[config.mk]
export PLATFORM = sky130hd
export DESIGN_NAME = addr_ext_unit
export DESIGN_NICKNAME = d
export VERILOG_FILES = /design/src/rtl/aeu_pkg.sv /design/src/rtl/aeu_mode_ctrl.sv /design/src/rtl/aeu_base_reg.sv /design/src/rtl/aeu_xlate.sv /design/src/rtl/aeu_err.sv /design/src/rtl/addr_ext_unit.sv
export SDC_FILE = /design/constraint.sdc
export NUM_CORES = 1
export LEC_CHECK = 0
export BUFFER_PORTS_ARGS = -buffer_cell sky130_fd_sc_hd__buf_2
export CAP_MARGIN = 20
export CORE_ASPECT_RATIO = 1.1
export CORE_MARGIN = 2
export CORE_UTILIZATION = 31
export DETAILED_ROUTE_END_ITERATION = 10
export PLACE_DENSITY = 0.79
export SETUP_SLACK_MARGIN = 0.5
export SLEW_MARGIN = 20
export SYNTH_ARGS = -nofsm -noshare
export SYNTH_HDL_FRONTEND = slang
export SYNTH_SLANG_ARGS = --single-unit
[constraint.sdc]
create_clock -name clk -period 1.5 [get_ports clk]
set_input_delay 0.375 -clock clk [delete_from_list [all_inputs] [get_ports clk]]
set_output_delay 0.375 -clock clk [all_outputs]
set_load 0.1 [all_outputs]
[src/rtl/aeu_pkg.sv]
package aeu_pkg;
  localparam int REASON_W = 3;

  typedef enum logic [REASON_W-1:0] {
    RSN_NONE   = 3'd0,
    RSN_CALL   = 3'd1,
    RSN_JUMP   = 3'd2,
    RSN_RETURN = 3'd3,
    RSN_RESTRT = 3'd4,
    RSN_INTR   = 3'd5,
    RSN_TRAP   = 3'd6,
    RSN_RSVD   = 3'd7
  } reason_e;

  function automatic logic reason_allows_switch(input logic [REASON_W-1:0] r);
    case (reason_e'(r))
      RSN_CALL, RSN_JUMP, RSN_RETURN, RSN_RESTRT, RSN_INTR, RSN_TRAP: return 1'b1;
      default: return 1'b0;
    endcase
  endfunction
endpackage

[src/rtl/aeu_mode_ctrl.sv]
module aeu_mode_ctrl
  import aeu_pkg::*;
(
  input  logic                clk,
  input  logic                rst_n,
  input  logic                req_valid,
  input  logic                req_target,
  input  logic [REASON_W-1:0] req_reason,
  output logic                native_q,
  output logic                reject
);
  logic legal;

  always_comb begin
    legal  = reason_allows_switch(req_reason);
    reject = req_valid && !legal;
  end

  always_ff @(posedge clk or negedge rst_n) begin
    if (!rst_n)                 native_q <= 1'b0;
    else if (req_valid && legal) native_q <= req_target;
  end
endmodule

[src/rtl/aeu_base_reg.sv]
module aeu_base_reg #(
  parameter int BASE_W = 8
) (
  input  logic              clk,
  input  logic              rst_n,
  input  logic              wr_en,
  input  logic [BASE_W-1:0] wr_data,
  input  logic              native_now,
  output logic [BASE_W-1:0] base_q,
  output logic              reject
);
  logic accept;

  always_comb begin
    accept = wr_en && native_now;
    reject = wr_en && !native_now;
  end

  always_ff @(posedge clk or negedge rst_n) begin
    if (!rst_n)      base_q <= '0;
    else if (accept) base_q <= wr_data;
  end
endmodule

[src/rtl/aeu_xlate.sv]
module aeu_xlate #(
  parameter int BASE_W = 8,
  parameter int LOG_W  = 16
) (
  input  logic                    native,
  input  logic [BASE_W-1:0]       base,
  input  logic [BASE_W+LOG_W-1:0] addr_in,
  output logic [BASE_W+LOG_W-1:0] addr_out
);
  always_comb begin
    if (native) addr_out = addr_in;
    else        addr_out = {base, addr_in[LOG_W-1:0]};
  end
endmodule

[src/rtl/aeu_err.sv]
module aeu_err #(
  parameter int N_SRC = 2
) (
  input  logic             clk,
  input  logic             rst_n,
  input  logic [N_SRC-1:0] rej,
  output logic             err_q
);
  always_ff @(posedge clk or negedge rst_n) begin
    if (!rst_n) err_q <= 1'b0;
    else        err_q <= |rej;
  end
endmodule

[src/rtl/addr_ext_unit.sv]
module addr_ext_unit
  import aeu_pkg::*;
#(
  parameter int BASE_W = 8,
  parameter int LOG_W  = 16,
  localparam int FULL_W = BASE_W + LOG_W,
  localparam int LONG_BYTES  = FULL_W / 8,
  localparam int LEN_W = $clog2(LONG_BYTES + 1)
) (
  input  logic                clk,
  input  logic                rst_n,
  input  logic                mode_req_valid,
  input  logic                mode_req_target,
  input  logic [REASON_W-1:0] mode_req_reason,
  input  logic                base_wr_en,
  input  logic [BASE_W-1:0]   base_wr_data,
  input  logic [FULL_W-1:0]   logical_addr,
  input  logic [LOG_W-1:0]    sps_in,
  input  logic [FULL_W-1:0]   spl_in,
  output logic [FULL_W-1:0]   phys_addr,
  output logic [FULL_W-1:0]   sp_addr,
  output logic                native_mode,
  output logic [BASE_W-1:0]   base_value,
  output logic [LEN_W-1:0]    operand_bytes,
  output logic                err_pulse
);
  localparam int SHORT_BYTES = LOG_W / 8;
  localparam int N_PATH = 2;

  logic              mode_rej, base_rej;
  logic [FULL_W-1:0] path_in  [N_PATH];
  logic [FULL_W-1:0] path_out [N_PATH];

  aeu_mode_ctrl u_mode (
    .clk(clk), .rst_n(rst_n),
    .req_valid(mode_req_valid), .req_target(mode_req_target),
    .req_reason(mode_req_reason),
    .native_q(native_mode), .reject(mode_rej)
  );

  aeu_base_reg #(.BASE_W(BASE_W)) u_base (
    .clk(clk), .rst_n(rst_n),
    .wr_en(base_wr_en), .wr_data(base_wr_data),
    .native_now(native_mode),
    .base_q(base_value), .reject(base_rej)
  );

  always_comb begin
    path_in[0] = logical_addr;
    path_in[1] = native_mode ? spl_in : {{BASE_W{1'b0}}, sps_in};
  end

  for (genvar g = 0; g < N_PATH; g++) begin : g_path
    aeu_xlate #(.BASE_W(BASE_W), .LOG_W(LOG_W)) u_xl (
      .native(native_mode), .base(base_value),
      .addr_in(path_in[g]), .addr_out(path_out[g])
    );
  end

  always_comb begin
    phys_addr     = path_out[0];
    sp_addr       = path_out[1];
    operand_bytes = native_mode ? LEN_W'(LONG_BYTES) : LEN_W'(SHORT_BYTES);
  end

  aeu_err #(.N_SRC(2)) u_err (
    .clk(clk), .rst_n(rst_n),
    .rej({mode_rej, base_rej}),
    .err_q(err_pulse)
  );
endmodule

Word level (Yosys, flattened, before mapping). Index checks and enable logic that the tools add are counted.

Flip-flop bits (word level): 10. Bits of input ports: 80. Output and inout bits: 60. Word-level logic and storage cells: 22.

Eq/ne operators: 6. Mux-type cells: 5. Reduce and logical (&&, ||, !) cells: 8.

Operators with widths (number): $mux W24 (3); $eq A3 B3 Y1 const B (3); $eq A3 B2 Y1 const B (2); $reduce_or A6 Y1 (1); $logic_and A1 B1 Y1 (4); $eq A3 B1 Y1 const B (1); $logic_not A1 Y1 (2); $mux W1 (2); $reduce_or A2 Y1 (1).

Depth between registers and ports, before layout.
Depth after elaboration: 6. Gate-level depth with buffers: 5. Depth with buffers taken out: 3.

By module. From an unflattened synthesis, not the netlist that was laid out.

Cell total of the unflattened synthesis: 110. Area total of the unflattened synthesis: 1263.7 um^2.

Modules (own cells, without submodules): aeu_xlate (instances 2, cells each 25, area each 251.5 um^2, sequential area each 0.0 um^2); addr_ext_unit (instances 1, cells each 30, area each 336.6 um^2, sequential area each 0.0 um^2); aeu_base_reg (instances 1, cells each 18, area each 305.3 um^2, sequential area each 200.2 um^2); aeu_mode_ctrl (instances 1, cells each 10, area each 87.6 um^2, sequential area each 25.0 um^2); aeu_err (instances 1, cells each 2, area each 31.3 um^2, sequential area each 25.0 um^2).

Least setup slack after synthesis. Ideal clock, no wire load.

Kind: register to output. Start: register u_mode.native_q. End: output phys_addr[16]. Arrival: 2.132 ns. Data required time: 1.125 ns. Slack: -1.007 ns. Stages on the path, launching flop included: 6. Path buffers: 3. Cell sequence: dfrtp_1 buf_6 buf_6 buf_6 nand2_1 nand2_1.

Word-level cells in the longest chain between the ends: 1.

Ends and longest elaborated chain: start, declared (line aeu_mode_ctrl.sv:9) `output logic native_q,`; start signal, assigned (line aeu_mode_ctrl.sv:21) `else if (req_valid && legal) native_q <= req_target;`; $mux W24 (line aeu_xlate.sv:11) `if (native) addr_out = addr_in;`; end, declared (line addr_ext_unit.sv:20) `output logic [FULL_W-1:0] phys_addr,`.

No other way between the ends.

Worst setup path after layout.
Start: register u_mode.native_q. End: output sp_addr[1].

Word-level cells in the longest chain between the ends: 2.

Ends and longest elaborated chain: $mux W24 (line addr_ext_unit.sv:50) `path_in[1] = native_mode ? spl_in : {{BASE_W{1'b0}}, sps_in};`; $mux W24 (line aeu_xlate.sv:11); end, declared (line addr_ext_unit.sv:21) `output logic [FULL_W-1:0] sp_addr,`.

No other way between the ends.

==> results_dict.tcl <==
set metrics [dict create \
    status "finished, violations left" \
    violations "negative setup slack" \
    post-route-period-util_pct 121 \
    ir_drop_mv 0.635 \
    ant_nets 0 \
    endpoint_kind "primary output" \
    cp-start-kind "flop" \
    area_delta_synth_final_pct 147 \
    initial_core_util_pct 31.9 \
    r2r_slack_ps 130 \
    syn_nets 191 \
    synth_cells 111 \
    synth_cell_type_count 19 \
    rsz0062_at_grt "true" \
    ys_seq_area_share_pct 23.8 \
    critPathKind "reg -> out" \
    final_cells 242 \
    layout_setup_ws_ps -316 \
    drt_pass1_iterations 3 \
    grt_pass1_wl_mm 5.86 \
    syn_area_um2 1050 \
    setup_tns_ps -9160 \
    cp.required_ps 1120 \
    drt_iter0_drc 28 \
    total_power_mw 4.16 \
    core_area_um2 3300 \
    dp.cells 234 \
    max_freq_ghz 0.551 \
    vias 1136 \
    p_per_area_nw_per_um2 1600 \
    hpwlAfterDp_mm 3.29 \
    setup_viol 33 \
    cts_buffers 3 \
    hold_violations 0 \
    synth-seq-cells 10 \
    antenna_found_initial 0 \
    hold_depth 2 \
    critical_path_arrival_ps 1440 \
    maxCapViolCount 0 \
    drive_gt1_share_pct 88.3 \
    grt_pass1_vias 1163 \
    gp_congestion 0.765 \
    leakage_nw 1.29 \
    fin_worst_skew_ps 1.53 \
    ys.warnings.count 0 \
    rows 22 \
    drc 0 \
    hold_class "in -> reg" \
    port_buffers 106 \
    reg2regPathDepth 4 \
    nets 287 \
    cts_sinks 10 \
    syn_avg_cell_area_um2 9.48 \
    placed_cell_area_um2 2500 \
    die_h_um 65.1 \
    overflow 0 \
    cts.path.max_buffers 2 \
    htree_levels 1 \
    final_area_um2 2600 \
    track_usage_pct 20.3 \
    routed_wl_mm 3.92 \
    register_area_um2 288 \
    critPathMaxFanout 15 \
    period_needed_ps 1820 \
    clock_latency_ps 270 \
    pre_cts_ws_ps -34.6 \
    slew_viol_final 0 \
    cts_tree "done" \
    grt_max_degree 19 \
    clk_pin_slew_ps 70 \
    die_w_um 59.6 \
    cts-root-buf "clkbuf_4" \
    io_pins 140 \
    via_per_inst 4.69 \
    diodes 0 \
    dieArea_um2 3880 \
    multiInputGateArea_um2 958 \
    fillers 198 \
    wl_per_cell_um 16.2 \
]
==> critical path, stage by stage, from the launching register on <==
cell,delay (ps)
dfrtp_4,450
buf_12,170
mux2_2,370
buf_12,170
==> kinds of logic after synthesis <==
family,synth area share (%)
flops,23.8
buf+inv,18.9
mux,32.8
simple gates,20.5
other cells,0.356
compound gates,3.69
==> cells in the final DEF (no fill, tap or decap), drive strengths merged <==
cell type	Yosys	layout
buf	23	113
clkbuf	0	4
mux2	24	24
nor2	1	1
nand2b	9	9
inv	1	1
and3	1	1
conb	1	1
nand2	34	34
dlygate4sd3	0	1
a21oi	1	1
dfrtp	10	10
nor3	1	1
o22ai	1	1
o31a	1	1
o21ai	2	2
o32ai	1	1
==> what timing repair did <==
| item | 4_1_cts | 5_1_grt |
|---|---|---|
| endpoints found under the hold margin | 10 | 0 |
| setup buffers | 3 | 0 |
| pin swaps | 1 | 0 |
| gates resized for setup | 3 | 3 |
| hold buffers | 1 | 0 |
| setup endpoints to repair | 53 | 53 |
==> registers in the layout, indices dropped and copies added (netlist names) <==
name,count
u_base.base_q,8
u_err.err_q,1
u_mode.native_q,1
==> final cells by class <==
cell class / instances / share of cell area, %
timing repair buffer: 114 / 48.8
multi-input combinational: 77 / 36.9
sequential: 10 / 11.1
tap: 36 / 1.73
clock buffer: 4 / 1.40
inverter: 1 / 0.144
==> cells in the mapped netlist <==
| master | count | area share [%] |
|---|---|---|
| nand2b_1 | 9 | 5.4 |
| o32ai_1 | 1 | 0.83 |
| o22ai_1 | 1 | 0.59 |
| conb_1 | 1 | 0.36 |
| buf_8 | 1 | 1.4 |
| nand2_8 | 1 | 1.9 |
| a21oi_1 | 1 | 0.48 |
| and3_1 | 1 | 0.59 |
| mux2_2 | 4 | 4.3 |
| o21ai_0 | 2 | 0.95 |
| dfrtp_1 | 10 | 24 |
| mux2_4 | 20 | 29 |
| nor2_1 | 1 | 0.36 |
| buf_6 | 4 | 4.3 |
| nand2_1 | 33 | 12 |
| o31a_1 | 1 | 0.83 |
| inv_1 | 1 | 0.36 |
| buf_4 | 18 | 13 |
| nor3_1 | 1 | 0.48 |
==> worst paths after layout <==
path / startpoint / to
min in group asynchronous: rst_n / u_base.base_q[1]$_DFFE_PN0P_
worst max-delay path: u_mode.native_q$_DFFE_PN0P_ / sp_addr[1]
max in group asynchronous: rst_n / u_base.base_q[7]$_DFFE_PN0P_
worst min-delay path: mode_req_reason[0] / u_mode.native_q$_DFFE_PN0P_
worst max register to register: u_mode.native_q$_DFFE_PN0P_ / u_base.base_q[6]$_DFFE_PN0P_
worst min register to register: u_base.base_q[4]$_DFFE_PN0P_ / u_base.base_q[4]$_DFFE_PN0P_
==> stage by stage <==
| step | utilization [%] | hold WS (ps) |
|---|---|---|
| floorplan | - | 79.4 |
| global route | 78.7 | 324 |
| CTS | 78.3 | 312 |
| global placement | 75.8 | 251 |
| finish | 78.7 | 322 |
| detailed placement | 75.8 | 255 |
==> power breakdown <==
group	total [mW]	switching, mW	internal, mW
sequential	0.478	0.111	0.367
combinational	3.44	2.14	1.30
clock	0.245	0.0972	0.147
total	4.16	2.35	1.81
==> routing by layer <==
metal / global-route usage (%) / up-vias / wire, um
li1: - / 537 / -
met1: 23.2 / 522 / 1420
met2: 35.9 / 67 / 2080
met3: 5.71 / 10 / 343
met4: 6.11 / 0 / 76
met5: 0 / - / 0
(Power assumes the default switching activity.)
